File: src/rtl/dec16_pkg.sv
package dec16_pkg;

    localparam int unsigned SEL_W = 4;
    localparam int unsigned OUT_N = 1 << SEL_W;

    typedef logic [SEL_W-1:0] code_t;
    typedef logic [OUT_N-1:0] lines_t;

    // datapath bundle between the capture stage and the output stage
    typedef struct packed {
        logic  blank;
        code_t code;
    } dec_req_t;

    function automatic lines_t lines_idle(input bit act_high);
        return act_high ? '0 : '1;
    endfunction

endpackage

File: src/rtl/dec16_latch.sv
module dec16_latch
    import dec16_pkg::*;
(
    input  logic  clk,
    input  logic  rst,
    input  logic  stb,
    input  code_t sel,
    output code_t held
);

    code_t held_q;

    // reset clears; R2: load while strobe high; R3/R4: hold otherwise
    always_ff @(posedge clk) begin
        if (rst) begin
            held_q <= '0;
        end else if (stb) begin
            held_q <= sel;
        end
    end

    assign held = held_q;

endmodule

File: src/rtl/dec16_onehot.sv
module dec16_onehot
    import dec16_pkg::*;
(
    input  code_t  code,
    output lines_t hot
);

    // line n is hot for code n
    for (genvar n = 0; n < OUT_N; n++) begin : g_line
        assign hot[n] = (code == SEL_W'(n));
    end

endmodule

File: src/rtl/dec16_drive.sv
module dec16_drive
    import dec16_pkg::*;
#(
    parameter bit ACTIVE_HIGH = 1'b1
) (
    input  logic   blank,
    input  lines_t hot,
    output lines_t lines
);

    localparam lines_t IDLE = lines_idle(ACTIVE_HIGH);

    if (ACTIVE_HIGH) begin : g_pos
        assign lines = blank ? IDLE : hot;
    end else begin : g_neg
        assign lines = blank ? IDLE : ~hot;
    end

endmodule

File: src/rtl/strobe_dec16.sv
module strobe_dec16
    import dec16_pkg::*;
#(
    parameter bit ACTIVE_HIGH = 1'b1
) (
    input  logic             clk,
    input  logic             rst,
    input  logic             stb,
    input  logic             inh,
    input  logic [SEL_W-1:0] sel,
    output logic [OUT_N-1:0] dout
);

    dec_req_t req;
    code_t    held;
    lines_t   hot;

    dec16_latch u_latch (
        .clk  (clk),
        .rst  (rst),
        .stb  (stb),
        .sel  (sel),
        .held (held)
    );

    // blanking joins only after the capture register
    assign req.code  = held;
    assign req.blank = inh;

    dec16_onehot u_hot (
        .code (req.code),
        .hot  (hot)
    );

    dec16_drive #(.ACTIVE_HIGH(ACTIVE_HIGH)) u_drive (
        .blank (req.blank),
        .hot   (hot),
        .lines (dout)
    );

endmodule

File: config.mk
export PLATFORM = sky130hd
export DESIGN_NAME = strobe_dec16
export DESIGN_NICKNAME = d
export VERILOG_FILES = /design/src/rtl/dec16_pkg.sv /design/src/rtl/dec16_latch.sv /design/src/rtl/dec16_onehot.sv /design/src/rtl/dec16_drive.sv /design/src/rtl/strobe_dec16.sv
export SDC_FILE = /design/constraint.sdc
export NUM_CORES = 1
export LEC_CHECK = 0
export ABC_AREA = 1
export BUFFER_PORTS_ARGS = -buffer_cell sky130_fd_sc_hd__buf_2
export CORE_AREA = 2 2 39 41
export DETAILED_ROUTE_END_ITERATION = 6
export DIE_AREA = 0 0 41 43
export GPL_TIMING_DRIVEN = 1
export PLACE_DENSITY = 0.57
export REMOVE_ABC_BUFFERS = 1
export SLEW_MARGIN = 20
export SYNTH_ARGS = -nofsm -noshare
export SYNTH_HDL_FRONTEND = slang
export SYNTH_SLANG_ARGS = --single-unit
File: constraint.sdc
create_clock -name clk -period 0.9 [get_ports clk]
set_input_delay 0.09 -clock clk [delete_from_list [all_inputs] [get_ports clk]]
set_output_delay 0.09 -clock clk [all_outputs]
set_load 0.01 [all_outputs]
Word level (Yosys, flattened, before mapping). Index checks and enable logic that the tools add are counted.

Register bits after elaboration: 4. Input port bits: 8.

Equal/unequal tests: 15. Multiplexer cells: 1. Reductions and logical operators: 1.

Operators by type and width (count): $eq 4x4->1 const B (8); $eq 4x3->1 const B (4); $mux 16 (1); $eq 4x2->1 const B (2); $eq 4x1->1 const B (1); $logic_not 4->1 (1).

Depth between registers and ports, before layout.
Word-level depth: 2. Depth in mapped cells: 4. Gate-level depth less buffers: 4.

Hierarchy. Synthesis repeated with hierarchy kept, for this count alone.

Cells, all modules: 88. Area total of the unflattened synthesis: 431.7 sq um.

Modules (own cells, without submodules): dec16_latch (times used 1, cells an instance 26, area each 172.7 sq um, seq. area each 80.1 sq um); dec16_drive (times used 1, cells an instance 34, area each 153.9 sq um, seq. area each 0.0 sq um); dec16_onehot (times used 1, cells an instance 28, area each 105.1 sq um, seq. area each 0.0 sq um).

Worst setup path before layout. No wires, ideal clock.

Kind: register to output. Start point: register u_latch.held_q[1] (netlist: u_latch.held[1]). End point: output dout[0]. Arrival: 0.709 ns. Data required time: 0.810 ns. Path slack: 0.101 ns. Stages on the path, launching flop included: 4. Buffers on the path: 0. Path through: dfxtp_1 -> inv_1 -> nand3_1 -> nor2_1.

Longest elaborated chain between the ends: 2.

Ends and longest elaborated chain: start: declaration (line dec16_latch.sv:11) `code_t held_q;`; start signal: assignment (line dec16_latch.sv:18) `held_q <= sel;`; $logic_not 4->1 (line dec16_onehot.sv:10) `assign hot[n] = (code == SEL_W'(n));`; $mux 16 (line dec16_drive.sv:14) `assign lines = blank ? IDLE : hot;`; end: declaration (line strobe_dec16.sv:11) `output logic [OUT_N-1:0] dout`.

No other way between the ends.

Final worst setup path.
Start point: register u_latch.held_q[1] (netlist: u_latch.held[1]). End point: output dout[5].

Longest elaborated chain between the ends: 2.

Ends and longest elaborated chain (line): $eq 4x3->1 (dec16_onehot.sv:10); $mux 16 (dec16_drive.sv:14).

No other way between the ends.

==> results.json <==
{
  "synth_edf_count": 0,
  "layout-drive-gt1-share_pct": 54.8,
  "min_period_ns": 1.10,
  "fmax_mhz": 906,
  "synthArstFlopShare_pct": 0,
  "htree_levels": 1,
  "fp.dieW_um": 41,
  "grt_use_total_pct": 10.4,
  "largest_reg_flops": 4,
  "ys_seq_area_share_pct": 27.2,
  "ctsHoldBuffers": 0,
  "drt_wl_total_um": 818,
  "p_leak_nw": 0.293,
  "gp_congestion": 0.650,
  "finalNetCount": 94,
  "power.density_nw_per_um2": 1100,
  "clock_skew_ns": 0,
  "cts-root-buf": "clkbuf_4",
  "crit_type": "register to output port",
  "antenna_found_initial": 0,
  "cts_tree": "yes",
  "worstSetupEndpointType": "output port",
  "drt-initial-drc-count": 3,
  "cp-start-kind": "register",
  "critPathTopFamily": "flip-flops",
  "drtAntennaViolNets": 0,
  "synthCells": 59,
  "design.die.area_um2": 1760,
  "status": "finished, violations left",
  "crit_fanout": 6,
  "synthTopCellsByArea": "nor2_1, dfxtp_1, nand2_1",
  "min_path_cells": 4,
  "crit_cells": 4,
  "finalSetupViolCount": 16,
  "yosys-top-cells-count": "nor2_1, nand2_1, inv_1",
  "synth-main-ff-cell": "dfxtp_1",
  "tightest_slew_ns": 0.296,
  "cp_slowest_stage_delay_ns": 0.37,
  "r2r_cells": 2,
  "synth_area_per_cell_um2": 4.98,
  "ys_warn_count": 0,
  "drc_errors": 0,
  "yosysMostFrequentCell": "nor2_1",
  "place_ws_ns": -0.0148,
  "placementRows": 14,
  "die_y_um": 43,
  "ys_types": 6,
  "hpwl_um": 622,
  "tns_ns": -2.75,
  "vias_per_cell": 4.08,
  "cp.buffers_inverters": 2,
  "fin_total_pwr_mw": 0.576,
  "clockBufferDepth": 2,
  "syn_to_final_growth_pct": 77.4,
  "rsz0062_at_grt": "yes",
  "post_cts_buffers": 0,
  "worst_slack_ns": -0.204,
  "synth.largest_area_cell": "nor2_1",
  "clk_pin_slew_worst_paths_ns": 0.04,
  "finalHoldViolCount": 0,
  "arrival_ns": 1.01,
  "final_area_um2": 522,
  "maxSlewHeadroom_pct": 80.3,
  "numCtsBuffers": 3,
  "grt_pass1_vias": 337,
  "place_area_um2": 424,
  "grt_max_degree": 9,
  "antenna_cells": 0,
  "drv_slew": 0,
  "first_pass_iters": 2,
  "synth_top_area_share_pct": 30.6,
  "max-vdd-ir-drop_mv": 0.426,
  "grt_pass1_wl_um": 1190,
  "io_pins": 24,
  "synth_seq_cells": 4,
  "clkSinkCount": 4,
  "failed_checks": "negative setup slack",
  "core_um2": 1380,
  "maxCapViolCount": 0,
  "hold_path.class": "input port to register",
  "port-buffer-count": 23,
  "clk_latency_ns": 0.24,
  "period_share_pct": 123,
  "required_ns": 0.81,
  "crit_chain": "inv_4 > nand3_2 > nor2_1 > buf_2",
  "via_count": 408,
  "wl_per_cell_um": 8.18,
  "syn_area_um2": 294,
  "overflow": 0,
  "start_util_pct": 21.2,
  "slowest_stage": "dfxtp_4"
}
## timing repair
item                       CTS  global route
setup endpoints to repair   16            16
resized for setup           20             7
gates cloned                 0             0
pin swaps                    2             2
## final timing paths
path,startpoint,endpoint,slack (ns)
worst min-delay path,rst,u_latch.held[3],0.12
worst min register to register,u_latch.held[3],u_latch.held[3],0.52
worst max register to register,u_latch.held[1],u_latch.held[1],0.26
worst max-delay path,u_latch.held[1],dout[5],-0.20
## cell type report
class | instances | area [µm²]
tap | 16 | 20.0
timing repair buffer | 23 | 115
clock buffer | 3 | 22.5
fill | 161 | 862
multi-input combinational | 44 | 229
inverter | 10 | 42.5
sequential | 4 | 92.6
## kinds of logic after synthesis
logic type | Yosys count | share of synthesized area, %
simple gates | 44 | 58.3
buf+inv | 11 | 14.5
flops | 4 | 27.2
## tightest hold or removal path: cells and delay by family
| family | cells | cell delay (ns) |
|---|---|---|
| buffers and inverters | 2 | 0.13 |
| and+or+nand+nor | 2 | 0.09 |
## power breakdown
group          total, mW  internal, mW  switching, mW
logic              0.134        0.0533         0.0804
clock network      0.226         0.149         0.0765
registers          0.217         0.190         0.0268
## cell usage in the layout (no fill, tap or decap)
master,n
buf_2,23
nor2_1,20
nand2_1,12
inv_1,6
nor2_2,4
nand3_2,3
nand2_2,3
clkbuf_4,3
dfxtp_4,3
inv_4,2
inv_2,2
nand3_4,2
dfxtp_2,1
## stage by stage
stage	utilization [%]	std cells	hold WS, ns
after floorplan	-	58	0.219
after global placement	30.7	97	0.367
after detailed placement	30.7	97	0.368
after CTS	36.1	100	0.114
after global routing	37.7	100	0.145
final	37.7	100	0.120
## metal layers
| metal | vias up | wire length (µm) | GRT usage [%] |
|---|---|---|---|
| met5 | - | 0 | 0 |
| met4 | 0 | 4 | 10.0 |
| met3 | 2 | 40 | 1.57 |
| met2 | 13 | 456 | 16.9 |
| met1 | 171 | 316 | 10.3 |
| li1 | 222 | - | - |
(Power assumes the default switching activity.)
